$ cat config.mk
export PLATFORM = sky130hd
export DESIGN_NAME = serial_rx_flow
export DESIGN_NICKNAME = d
export VERILOG_FILES = /design/src/rtl/serial_rx_pkg.sv /design/src/rtl/serial_rx_ctrl.sv /design/src/rtl/serial_rx_dpath.sv /design/src/rtl/serial_rx_flow.sv
export SDC_FILE = /design/constraint.sdc
export NUM_CORES = 1
export LEC_CHECK = 0
export ABC_AREA = 1
export BUFFER_PORTS_ARGS = -buffer_cell sky130_fd_sc_hd__buf_2
export CAP_MARGIN = 5
export CELL_PAD_IN_SITES_DETAIL_PLACEMENT = 0
export CELL_PAD_IN_SITES_GLOBAL_PLACEMENT = 1
export CORE_ASPECT_RATIO = 0.75
export CORE_MARGIN = 2
export CORE_UTILIZATION = 48
export CTS_BUF_LIST = sky130_fd_sc_hd__clkbuf_2
export DETAILED_ROUTE_END_ITERATION = 10
export GPL_TIMING_DRIVEN = 1
export HOLD_SLACK_MARGIN = 0.03
export PLACE_DENSITY_LB_ADDON = 0.2
export SLEW_MARGIN = 10
export SYNTH_ARGS = -nofsm -noshare
export SYNTH_HDL_FRONTEND = slang
export SYNTH_SLANG_ARGS = --single-unit
$ cat constraint.sdc
create_clock -name clk -period 2.16 [get_ports clk]
set_input_delay 0.324 -clock clk [delete_from_list [all_inputs] [get_ports clk]]
set_output_delay 0.324 -clock clk [all_outputs]
set_load 0.03 [all_outputs]
$ cat src/rtl/serial_rx_pkg.sv
package serial_rx_pkg;
  localparam int RX_MAX_BITS = 9;

  typedef enum logic [2:0] {
    ST_IDLE, ST_START, ST_DATA, ST_PARITY, ST_STOP1, ST_STOP2
  } rxPhase_e;

  typedef struct packed {
    logic startFrame;
    logic shiftBit;
    logic parityBit;
    logic stopBit;
    logic commit;
  } rxStrobe_t;

  function automatic logic [3:0] dataBitsOf(input logic [1:0] code);
    case (code)
      2'd0:    return 4'd7;
      2'd2:    return 4'd9;
      default: return 4'd8;
    endcase
  endfunction
endpackage

$ cat src/rtl/serial_rx_ctrl.sv
module serial_rx_ctrl
  import serial_rx_pkg::*;
#(
  parameter int OVERSAMPLE = 16
) (
  input  logic       clk,
  input  logic       rstN,
  input  logic       sampleTick,
  input  logic       rxIn,
  input  logic       rxEnable,
  input  logic [1:0] cfgDataLen,
  input  logic       cfgParityEn,
  input  logic       cfgTwoStop,
  output rxStrobe_t  strobes
);
  localparam int CNT_W = $clog2(OVERSAMPLE);
  localparam logic [CNT_W-1:0] MID_CNT  = CNT_W'(OVERSAMPLE/2 - 1);
  localparam logic [CNT_W-1:0] LAST_CNT = CNT_W'(OVERSAMPLE - 1);

  rxPhase_e         phase;
  logic [CNT_W-1:0] tickCnt;
  logic [3:0]       bitIdx;
  logic             midTick;
  logic [3:0]       dataBits;

  assign dataBits = dataBitsOf(cfgDataLen);
  assign midTick  = sampleTick && (phase != ST_IDLE) && (tickCnt == MID_CNT);

  always_comb begin
    strobes = '0;
    if (midTick) begin
      case (phase)
        ST_START:  strobes.startFrame = !rxIn;
        ST_DATA:   strobes.shiftBit   = 1'b1;
        ST_PARITY: strobes.parityBit  = 1'b1;
        ST_STOP1: begin
          strobes.stopBit = 1'b1;
          strobes.commit  = !cfgTwoStop;
        end
        ST_STOP2: begin
          strobes.stopBit = 1'b1;
          strobes.commit  = 1'b1;
        end
        default: ;
      endcase
    end
  end

  always_ff @(posedge clk or negedge rstN) begin
    if (!rstN) begin
      phase   <= ST_IDLE;
      tickCnt <= '0;
      bitIdx  <= '0;
    end else if (!rxEnable) begin
      phase   <= ST_IDLE;
      tickCnt <= '0;
    end else if (sampleTick) begin
      if (phase == ST_IDLE) begin
        tickCnt <= '0;
        if (!rxIn) phase <= ST_START;
      end else begin
        tickCnt <= (tickCnt == LAST_CNT) ? '0 : tickCnt + 1'b1;
        if (midTick) begin
          case (phase)
            ST_START: begin
              bitIdx <= '0;
              phase  <= rxIn ? ST_IDLE : ST_DATA;
            end
            ST_DATA: begin
              bitIdx <= bitIdx + 1'b1;
              if (bitIdx == dataBits - 1'b1)
                phase <= cfgParityEn ? ST_PARITY : ST_STOP1;
            end
            ST_PARITY: phase <= ST_STOP1;
            ST_STOP1:  phase <= cfgTwoStop ? ST_STOP2 : ST_IDLE;
            default:   phase <= ST_IDLE;
          endcase
        end
      end
    end
  end
endmodule

$ cat src/rtl/serial_rx_dpath.sv
module serial_rx_dpath
  import serial_rx_pkg::*;
(
  input  logic                   clk,
  input  logic                   rstN,
  input  logic                   rxIn,
  input  logic                   rxEnable,
  input  logic [1:0]             cfgDataLen,
  input  logic                   cfgParityOdd,
  input  logic                   bufRead,
  input  rxStrobe_t              strobes,
  output logic [RX_MAX_BITS-1:0] rxData,
  output logic                   rxReady,
  output logic                   errOverrun,
  output logic                   errFraming,
  output logic                   errParity,
  output logic                   errSummary,
  output logic                   rtsN
);
  logic [RX_MAX_BITS-1:0] shiftReg;
  logic [RX_MAX_BITS-1:0] aligned;
  logic                   parAcc, parBad, stopBad, stopBadNow, overrunNow;
  logic                   rxEnPrev;

  assign aligned    = shiftReg >> (4'(RX_MAX_BITS) - dataBitsOf(cfgDataLen));
  assign stopBadNow = stopBad || (strobes.stopBit && !rxIn);
  assign overrunNow = rxReady && !bufRead;

  always_ff @(posedge clk or negedge rstN) begin
    if (!rstN) begin
      shiftReg <= '0;
      parAcc   <= 1'b0;
      parBad   <= 1'b0;
      stopBad  <= 1'b0;
    end else if (strobes.startFrame) begin
      parAcc  <= 1'b0;
      parBad  <= 1'b0;
      stopBad <= 1'b0;
    end else if (strobes.shiftBit) begin
      shiftReg <= {rxIn, shiftReg[RX_MAX_BITS-1:1]};
      parAcc   <= parAcc ^ rxIn;
    end else if (strobes.parityBit) begin
      parBad <= parAcc ^ rxIn ^ cfgParityOdd;
    end else if (strobes.stopBit) begin
      stopBad <= stopBadNow;
    end
  end

  always_ff @(posedge clk or negedge rstN) begin
    if (!rstN) begin
      rxData     <= '0;
      rxReady    <= 1'b0;
      errOverrun <= 1'b0;
      errFraming <= 1'b0;
      errParity  <= 1'b0;
      errSummary <= 1'b0;
    end else if (!rxEnable) begin
      rxReady    <= 1'b0;
      errOverrun <= 1'b0;
      errFraming <= 1'b0;
      errParity  <= 1'b0;
      errSummary <= 1'b0;
    end else if (strobes.commit) begin
      rxData     <= aligned;
      rxReady    <= 1'b1;
      errOverrun <= overrunNow;
      errFraming <= stopBadNow;
      errParity  <= parBad;
      errSummary <= overrunNow || stopBadNow || parBad;
    end else if (bufRead) begin
      rxReady <= 1'b0;
    end
  end

  always_ff @(posedge clk or negedge rstN) begin
    if (!rstN) begin
      rxEnPrev <= 1'b0;
      rtsN     <= 1'b1;
    end else begin
      rxEnPrev <= rxEnable;
      if (!rxEnable)              rtsN <= 1'b1;
      else if (!rxEnPrev)         rtsN <= 1'b0;
      else if (strobes.startFrame) rtsN <= 1'b1;
      else if (bufRead)           rtsN <= 1'b0;
    end
  end
endmodule

$ cat src/rtl/serial_rx_flow.sv
module serial_rx_flow
  import serial_rx_pkg::*;
#(
  parameter int OVERSAMPLE = 16
) (
  input  logic       clk,
  input  logic       rstN,
  input  logic       sampleTick,
  input  logic       rxIn,
  input  logic       rxEnable,
  input  logic [1:0] cfgDataLen,
  input  logic       cfgParityEn,
  input  logic       cfgParityOdd,
  input  logic       cfgTwoStop,
  input  logic       bufRead,
  output logic [8:0] rxData,
  output logic       rxReady,
  output logic       errOverrun,
  output logic       errFraming,
  output logic       errParity,
  output logic       errSummary,
  output logic       rtsN
);
  rxStrobe_t strobes;
  logic      commitPulse;
  logic      startPulse;

  assign commitPulse = strobes.commit;
  assign startPulse  = strobes.startFrame;

  serial_rx_ctrl #(.OVERSAMPLE(OVERSAMPLE)) ctrl_i (
    .clk(clk), .rstN(rstN), .sampleTick(sampleTick), .rxIn(rxIn),
    .rxEnable(rxEnable), .cfgDataLen(cfgDataLen), .cfgParityEn(cfgParityEn),
    .cfgTwoStop(cfgTwoStop), .strobes(strobes)
  );

  serial_rx_dpath dpath_i (
    .clk(clk), .rstN(rstN), .rxIn(rxIn), .rxEnable(rxEnable),
    .cfgDataLen(cfgDataLen), .cfgParityOdd(cfgParityOdd), .bufRead(bufRead),
    .strobes(strobes), .rxData(rxData), .rxReady(rxReady),
    .errOverrun(errOverrun), .errFraming(errFraming), .errParity(errParity),
    .errSummary(errSummary), .rtsN(rtsN)
  );
endmodule

=== Word level (Yosys, flattened, before mapping) ===
Cells that the tools add are included.

* Add/sub/neg operators: 4
* Equal/unequal tests: 18
* Shift operators: 1
* Muxes and demuxes: 44
* Bitwise logic cells: 4
* Reductions and logical operators: 23

{| class="wikitable"
|+ Operators by type and width
! cell !! number
|-
| 2-to-1 mux 1 bit || 26
|-
| 2-to-1 mux 3 bit || 8
|-
| 2-to-1 mux 4 bit || 4
|-
| case mux 4 bit (2 select lines) || 2
|-
| case mux 3 bit (4 select lines) || 1
|-
| >> shifter 9 x 4 -> 9 bit || 1
|-
| adder 4 x 1 -> 4 bit, second input constant || 2
|-
| nonzero test 2 bit || 4
|-
| equality test 3 x 2 -> 1 bit, second input constant || 2
|-
| equality test 3 bit, second input constant || 2
|-
| inequality test 2 x 1 -> 1 bit, second input constant || 3
|-
| inequality test 3 x 1 -> 1 bit, second input constant || 2
|-
| AND reduction 2 bit || 3
|-
| 2-to-1 mux 5 bit || 1
|-
| AND reduction 5 bit || 1
|-
| equality test 4 x 3 -> 1 bit, second input constant || 1
|-
| equality test 4 bit || 1
|-
| equality test 4 bit, second input constant || 1
|-
| logical AND 1 bit || 4
|-
| inequality test 4 x 2 -> 1 bit, second input constant || 1
|-
| inequality test 4 bit, second input constant || 1
|-
| case mux 2 bit (2 select lines) || 1
|-
| AND reduction 4 bit || 1
|-
| subtractor 4 x 1 -> 4 bit, second input constant || 1
|-
| other kinds (14) || 20
|}

* Register bits after elaboration: 39
* Bits of input ports: 11
* Word-level logic and storage cells: 109

=== Depth between registers and ports, before layout ===
Gate-level depths: netlist of the first run.

* Word-level depth: 10
* Mapped depth: 10
* Depth with buffers taken out: 10

=== By module ===
Synthesis of the first run repeated with hierarchy kept, for this count alone.

* Cell total of the unflattened synthesis: 265
* Area, all modules: 2,097.0 um^2

{| class="wikitable"
|+ By module, submodules not included
! module !! instances !! cells each !! area each (um^2)
|-
| serial_rx_dpath || 1 || 150 || 1,297.5
|-
| serial_rx_ctrl || 1 || 115 || 799.5
|}

=== Worst setup path before layout of the first run ===
OpenSTA, ideal clock, no wires.

* Path kind: reg-to-reg
* Start: reg ctrl_i.tickCnt[0]
* End: reg dpath_i.rxData[8]
* Library setup time: 117 ps
* Arrival: 1,328 ps
* Data required time: 2,043 ps
* Path slack: 715 ps
* Cell stages (with the launch flop): 11
* Cell sequence: dfrtp_1 ha_1 nand2_1 inv_1 nand2_1 inv_2 nand3_1 nand3b_4 buf_6 nand2_1 nand2_1

* Longest elaborated chain between the ends: 4

{| class="wikitable"
|+ Ends and longest elaborated chain
! element !! RTL line !! text
|-
| start, declared || serial_rx_ctrl.sv:21 || <nowiki>logic [CNT_W-1:0] tickCnt;</nowiki>
|-
| start signal, assigned || serial_rx_ctrl.sv:62 || <nowiki>tickCnt <= (tickCnt == LAST_CNT) ? '0 : tickCnt + 1'b1;</nowiki>
|-
| equality test 4 x 3 -> 1 bit || serial_rx_ctrl.sv:27 || <nowiki>assign midTick = sampleTick && (phase != ST_IDLE) && (tickCnt == MID_CNT);</nowiki>
|-
| logical AND 1 bit || serial_rx_ctrl.sv:27 ||
|-
| 2-to-1 mux 5 bit || serial_rx_ctrl.sv:31 || <nowiki>if (midTick) begin</nowiki>
|-
| AND reduction 2 bit (no source line) || -- ||
|-
| end signal, assigned || serial_rx_dpath.sv:64 || <nowiki>rxData <= aligned;</nowiki>
|-
| end, declared || serial_rx_dpath.sv:12 || <nowiki>output logic [RX_MAX_BITS-1:0] rxData,</nowiki>
|}

Every way passes these cells.
A chain may end at the register's enable or synchronous reset.

=== Final worst setup path of the first run ===
* Start: reg ctrl_i.tickCnt[0]
* End: reg dpath_i.rxData[7]

The elaborated chain is that of the path after synthesis.

==> impl_results.md, run 1 <==
- Vias per inst: approximately 5.1
- Initial DRT Pass Iterations: 4
- Syn Area/Cell: slightly above 8 um^2
- Ports: 26
- Critical path launch point type: flop
- Clock power share: 22.9%
- Total congestion overflow: 0
- Comb power frac: 20.7%
- Initial antenna violation count: 0
- CTS tree: built
- Starting Density: about half
- Port buffer count: 25
- CTS Buf Count: 5
- Total Wirelength: around 4200 um
- Setup TNS: 0 ns
- Mean routed wirelength per cell: 12.4 um
- Max Cap Viol: 0
- Switching Fraction: between 30% and 40%
- 1st-iter DRT viols: between 100 and 150
- DRC: 0
- Switching power: approximately 500 uW
- Slew Viols, Final: 0
- Final worst path period share: around 73%
- Diodes inserted: 0
- First-pass GRT wire length: approximately 7400 um
- Die X: 79.2 um
- CP required: approximately 2.5 ns
- Leakage: around 1.2 nW
- CP endpoint kind: flop
- PD cells: about 630 nW/um^2
- Longest Clk Path Bufs: 2
- Count of cell types in the netlist: 28
- Yosys warning count: 0
- Async set-reset flop share out of synthesis: 100%
- Final min period: between 1.5 and 2 ns
- Worst hold path type: in -> reg
- Post-Synthesis Cells: approximately 250
- Register area share after synthesis: a little under 50%
- Synth Flop Type: dfrtp_1
- Setup violations, final: 0
- Die H: a little over 60 um
- Top cell type's share of synthesized area: 46.7%
- Worst-path clk slew: roughly 0.19 ns
- Layout cell share with drive strength beyond 1: around 23%
- Root Driver: clkbuf_2
- Max FO, Critical Path: 13
- # clock sinks: 39
- Largest net degree at the start of global routing: 40
- Vias post-DR: roughly 1.7k
- CP arrival: between 1.5 and 2 ns
- Ranking of synthesized cells by area: dfrtp_1 (47%), nand2_1 (13%), inv_1 (4.2%)
- Core area: around 4000 um^2
- Number of synthesized flops with an enable pin: 0
- Vias in the first global route: approximately 1.6k
- Fmax: ~0.64 GHz
- Slew Limit Headroom: 42.2%
- Fillcell total: between 400 and 500
- #FFs+latches synth: 39
- Worst setup path class: reg -> reg
- Post-DRT Antenna Nets: 0
- Seq pwr share: ~56%
- Total GRT Usage: around a fifth
- Worst-Margin Slew: roughly 0.87 ns
- Clock Latency Late Sink: roughly 0.40 ns
- Synth cell count leaders: nand2_1 (72), dfrtp_1 (38), inv_1 (23), a21oi_1 (17), nand3_1 (17)
- Die area: approximately 4800 um^2
- Hold Fails Final Rpt: 0
- Status: complete, no violations
- Cell with the most instances after synthesis: nand2_1
- Post-synth net total: ~260
- Dpl cells: between 300 and 400
- Synthesis-to-layout area growth: 10.9%
- RSZ-0062 raised after global routing: false
- Post-synthesis cell area: between 2000 and 2500 um^2
- Htree depth: 2
- Cell row count: 20
- Worst Skew: ~0.033 ns
- GPL Wtd Cong: about 0.8
- Yosys top cell by area: dfrtp_1
- Final cell count without fillers: approximately 340
- Internal: approximately 940 uW
- Final net count: 292
- Max VDD drop: approximately 330 uV
- Total power: 1.43 mW
- Dpl hpwl: between 3000 and 4000 um
[sequential cells by signal, summed over array words and instances (netlist names), 3 cells and up]
register          cells
ctrl_i.phase          3
ctrl_i.tickCnt        4
dpath_i.rxData        9
ctrl_i.bitIdx         4
dpath_i.shiftReg      9
[worst max-delay path, cell delays in order (launching register included)]
cell	delay, ns
dfrtp_1	0.43
ha_1	0.18
nand2_1	0.07
inv_1	0.06
nand2_1	0.09
inv_2	0.13
nand3_1	0.10
nand3b_4	0.26
nand2_1	0.12
o21ai_2	0.05
[kinds of logic (layout without fill, tap and decap cells)]
family	after synthesis	after routing	synth area share, %
adders and majority gates	2	2	1.23
and+or+nand+nor	125	125	30.0
buffers and inverters	34	65	6.88
DFF	39	39	48.0
AOI/OAI and AO/OA	44	44	11.7
xor gates and xnor gates	5	5	2.15
[path summary, 6_finish.rpt]
path	from	endpoint	slack, ns	cells after the start
min in group asynchronous	rstN	dpath_i.shiftReg[4]	0.54	2
worst min register to register	dpath_i.rxEnPrev	dpath_i.rtsN	0.49	2
max in group asynchronous	rstN	ctrl_i.phase[0]	1.05	2
worst max register to register	ctrl_i.tickCnt[0]	dpath_i.rxData[7]	0.59	9
worst min-delay path	rxEnable	dpath_i.rxEnPrev	0.20	1
worst max-delay path	ctrl_i.tickCnt[0]	dpath_i.rxData[7]	0.59	9
[power groups by stage]
stage               Clock (mW)  Combinational [mW]  Sequential (mW)
finish                   0.328               0.296            0.808
global route             0.376               0.344            0.815
CTS                      0.341               0.295            0.806
detailed placement           0               0.293            0.818
global placement             0               0.295            0.819
floorplan                    0               0.218            0.811
[through the flow]
step	hold slack [ns]	util (%)	cell area, um^2	setup WS [ns]
floorplan	0.0284	-	2040	0.715
global placement	0.452	54.4	2210	0.629
detailed placement	0.462	54.4	2210	0.564
CTS	0.177	55.7	2260	0.566
global route	0.148	55.7	2260	0.432
finish	0.196	55.7	2260	0.593
[final cells by class]
type / instances / area, um^2 / share of cell area (%)
Inverter: 31 / 116 / 5.15
Clock inverter: 2 / 12.5 / 0.554
Multi-Input combinational cell: 176 / 918 / 40.7
Sequential cell: 39 / 977 / 43.3
Timing Repair Buffer: 26 / 135 / 5.98
Tap cell: 55 / 68.8 / 3.05
Clock buffer: 6 / 30.0 / 1.33
[placed cells by master, fill, tap and decap left out, drive strengths merged, types with 7 or more instances in the layout]
cell    n
nand2  81
dfrtp  38
inv    31
buf    25
nand3  19
o21ai  19
a21oi  17
nor2   13
nand4   8
o22ai   7
[per-layer routing]
layer	vias up	part of all wire, %	routed length, um	GRT usage, %
li1	874	-	-	-
met1	760	54	2270	31.1
met4	0	1.1	45	6.16
met2	52	40	1650	28.5
met5	-	0	0	0
met3	7	4.9	203	4.46
[repair_timing]
action                    in CTS  in global routing
resized for setup              0                  0
buffers inserted               0                  0
hold buffers                   1                  0
hold endpoints to repair      16                  0
Power figures use the tool's default switching activity.
==> run 2, diff against run 1 <==
--- a/config.mk
+++ b/config.mk
@@ -5,14 +5,14 @@
 export SDC_FILE = /design/constraint.sdc
 export NUM_CORES = 1
 export LEC_CHECK = 0
-export ABC_AREA = 1
+export ABC_AREA = 0
 export BUFFER_PORTS_ARGS = -buffer_cell sky130_fd_sc_hd__buf_2
 export CAP_MARGIN = 5
 export CELL_PAD_IN_SITES_DETAIL_PLACEMENT = 0
 export CELL_PAD_IN_SITES_GLOBAL_PLACEMENT = 1
 export CORE_ASPECT_RATIO = 0.75
 export CORE_MARGIN = 2
-export CORE_UTILIZATION = 48
+export CORE_UTILIZATION = 42
 export CTS_BUF_LIST = sky130_fd_sc_hd__clkbuf_2
 export DETAILED_ROUTE_END_ITERATION = 10
 export GPL_TIMING_DRIVEN = 1
==> constraint.sdc (replaced) <==
create_clock -name clk -period 1.3 [get_ports clk]
set_input_delay 0.195 -clock clk [delete_from_list [all_inputs] [get_ports clk]]
set_output_delay 0.195 -clock clk [all_outputs]
set_load 0.03 [all_outputs]
==> impl_results.md, run 2 <==
- Clock power share: 32.9% (was 22.9%)
- Final net count: 288 (was 292)
- Slowest CP cell: or4bb_1 (was dfrtp_1)
- Mean routed wirelength per cell: 15.5 um (was 12.4 um)
- Vias per inst: 5.34 (was 5.05)
- Worst setup margin: -0.392 ns (was 0.593 ns)
- Fmax: 0.591 GHz (was 0.638 GHz)
- 1st-iter DRT viols: 114 (was 109)
- Dpl cells: 315 (was 326)
- Core area: 4820 um^2 (was 4050 um^2)
- # clock sinks: 39 (unchanged)
- Final min period: 1.69 ns (was 1.57 ns)
- Worst Skew: 0.0238 ns (was 0.0325 ns)
- Vias post-DR: 1794 (was 1693)
- Top cell type's share of synthesized area: 46.0% (was 46.7%)
- First-pass GRT wire length: 7920 um (was 7390 um)
- Total GRT Usage: 18.2% (was 20.1%)
- Leakage: 1.34 nW (was 1.23 nW)
- Most frequent cells in the layout: dfrtp_1 (38), buf_4 (32), buf_2 (23) (was nand2_1 (72), dfrtp_1 (38), buf_2 (25))
- Cell chain of the critical path: or4bb_1, o31ai_4, o21a_2, o211ai_2, o31ai_1 (was ha_1, nand2_1, inv_1, nand2_1, inv_2, nand3_1, nand3b_4, nand2_1, o21ai_2)
- Diodes inserted: 0 (unchanged)
- Critical path launch point type: flop (unchanged)
- Cell with the most instances after synthesis: dfrtp_1 (was nand2_1)
- Largest net degree at the start of global routing: 19 (was 40)
- CTS tree: built (unchanged)
- Setup violations, final: 35 (was 0)
- CP endpoint kind: flop (unchanged)
- Total power: 2.32 mW (was 1.43 mW)
- Post-Synthesis Cells: 208 (was 249)
- Die area: 5500 um^2 (was 4780 um^2)
- Failing checks: negative setup slack
- Initial antenna violation count: 0 (unchanged)
- Yosys top cell by area: dfrtp_1 (unchanged)
- Slowest cell delay on critical path: 0.52 ns (was 0.43 ns)
- CP arrival: 2.03 ns (was 1.87 ns)
- Htree depth: 2 (unchanged)
- Final cell count without fillers: 336 (was 335)
- Post-synth net total: 221 (was 262)
- Root Driver: clkbuf_2 (unchanged)
- Longest Clk Path Bufs: 2 (unchanged)
- GR peak layer: met1 (unchanged)
- Synth cell count leaders: dfrtp_1 (38), nand2_1 (23), nor2_1 (20), o21ai_0 (20), a21oi_1 (18) (was nand2_1 (72), dfrtp_1 (38), inv_1 (23), a21oi_1 (17), nand3_1 (17))
- Largest registers: dpath_i.rxData (9), dpath_i.shiftReg (9) (unchanged)
- CP required: 1.64 ns (was 2.46 ns)
- Post-synthesis cell area: 2070 um^2 (was 2040 um^2)
- Clock Latency Late Sink: 0.41 ns (was 0.40 ns)
- CTS Buf Count: 5 (unchanged)
- Register area share after synthesis: 47.3% (was 48.0%)
- Starting Density: 42.9% (was 50.2%)
- #FFs+latches synth: 39 (unchanged)
- Die X: 85.0 um (was 79.2 um)
- Count of cell types in the netlist: 48 (was 28)
- Syn Area/Cell: 9.94 um^2 (was 8.18 um^2)
- Worst-path clk slew: 0.23 ns (was 0.19 ns)
- Max FO, Critical Path: 3 (was 13)
- Comb power frac: 13.4% (was 20.7%)
- Yosys warning count: 0 (unchanged)
- GRT met3 Usage: 3.95% (was 4.46%)
- Ranking of synthesized cells by area: dfrtp_1 (46%), mux2_2 (4.9%), o21ai_0 (4.8%) (was dfrtp_1 (47%), nand2_1 (13%), inv_1 (4.2%))
- Post-DRT Antenna Nets: 0 (unchanged)
- Place WS: -0.370 ns (was 0.564 ns)
- Cell row count: 22 (was 20)
- Worst setup path class: reg -> reg (unchanged)
- Port buffer count: 25 (unchanged)
- Commonest non-fill, non-tap cell in the layout: dfrtp_1 (was nand2_1)
- Hold Fails Final Rpt: 0 (unchanged)
- Slew Viols, Final: 0 (unchanged)
- Max Cap Viol: 0 (unchanged)
- Vias in the first global route: 1586 (was 1551)
- Dpl hpwl: 3250 um (was 3060 um)
- RSZ-0062 raised after global routing: true (was false)
- Async set-reset flop share out of synthesis: 100% (unchanged)
- Final worst path period share: 130% (was 72.5%)
- Max VDD drop: 557 uV (was 329 uV)
- Total Wirelength: 5220 um (was 4170 um)
- Seq pwr share: 53.6% (was 56.4%)
- Status: finished, violations left (was complete, no violations)
- Total congestion overflow: 0 (unchanged)
- Synthesis-to-layout area growth: 43.8% (was 10.9%)
- Worst-Margin Slew: 0.417 ns (was 0.867 ns)
- Layout cell share with drive strength beyond 1: 48.2% (was 22.5%)
- Initial DRT Pass Iterations: 4 (unchanged)
- GR Util met1: 28.3% (was 31.1%)
- DRC: 0 (unchanged)
- Switching power: 631 uW (was 495 uW)
- Core Util, Final: 61.7% (was 55.7%)
- Met2 Use GR: 25.5% (was 28.5%)
- Die H: 64.8 um (was 60.4 um)
- Internal: 1.69 mW (was 936 uW)
- Slew Limit Headroom: 72.2% (was 42.2%)
- Ports: 26 (unchanged)
- Synth Flop Type: dfrtp_1 (unchanged)
- Worst hold path type: in -> reg (unchanged)
- Switching Fraction: 27.2% (was 34.6%)
- PD cells: 781 nW/um^2 (was 634 nW/um^2)
- Number of synthesized flops with an enable pin: 0 (unchanged)
- GPL Wtd Cong: 0.784 (was 0.824)
## run 2: cell count changes after synthesis, sizes merged, moves of 7 or more
| cell | delta |
|---|---|
| nand3 | -12 |
| o22ai | -7 |
| mux2i | +9 |
| inv | -24 |
| buf | +8 |
| nand2 | -58 |
| mux2 | +9 |
| nand4 | -7 |
| nor2 | +7 |
## run 2: repair_timing
item	CTS	global route
hold buffers	2	0
setup endpoints to repair	38	38
setup buffers	4	5
cloned	3	2
endpoints found under the hold margin	33	0
resized for setup	24	57
pin swaps	4	29
## run 2: final cells by class
cell class	count	area (um^2)
fill	394	1840
multi-input combinational	153	1280
sequential	39	977
timing repair buffer	69	541
tap	60	75.1
clock inverter	3	43.8
inverter	7	26.3
clock buffer	5	25.0
## run 2: path summary, 6_finish.rpt
check,from,end,slack (ns),cells past startpoint
min reg2reg,dpath_i.rxEnPrev,dpath_i.rtsN,0.49,2
max reg2reg,ctrl_i.bitIdx[3],ctrl_i.phase[0],-0.39,5
max in group asynchronous,rstN,dpath_i.rxData[1],0.60,3
min,rxEnable,dpath_i.rxEnPrev,0.09,2
max,ctrl_i.bitIdx[3],ctrl_i.phase[0],-0.39,5
min in group asynchronous,rstN,dpath_i.rxEnPrev,0.20,2
## run 2: logic make-up (layout without fill, tap and decap cells)
kind of cell	after synthesis	count (layout)	share of synthesized area (%)
and+or+nand+nor	66	70	15.3
buffers and inverters	20	84	7.08
muxes	18	18	9.26
AOI/OAI and AO/OA	60	60	18.6
xor gates and xnor gates	3	3	1.27
adders and majority gates	2	2	1.21
DFF	39	39	47.3
## run 2: metrics by stage
step	TNS, ns	hold slack, ns	cell area, um^2
6_report	-11.10	0.0857	2970
5_1_grt	-13.11	0.0608	2970
4_1_cts	-9.96	0.0703	2730
3_5_place_dp	-9.80	0.155	2460
3_3_place_gp	-9.21	0.157	2460
2_1_floorplan	-9.14	-0.101	2100
## run 2: routing by layer
| metal | vias to the layer above | part of all wire, % |
|---|---|---|
| met4 | 0 | 0.84 |
| met2 | 43 | 44 |
| met5 | - | 0 |
| met1 | 852 | 51 |
| met3 | 7 | 4.4 |
| li1 | 892 | - |
## run 2: worst max-delay path, delay by kind of cell (launching register included)
| family | cells | cell delay, ns |
|---|---|---|
| AO/OA/AOI/OAI | 4 | 0.72 |
| AND/OR/NAND/NOR | 1 | 0.52 |
| flip-flops | 1 | 0.39 |
## run 2: power by group through the flow
stage	registers [mW]	clock network [mW]	logic, mW
after floorplan	1.27	0	0.139
after global placement	1.26	0	0.251
after detailed placement	1.26	0	0.251
after CTS	1.24	0.765	0.291
after global routing	1.25	0.837	0.342
final	1.25	0.765	0.312
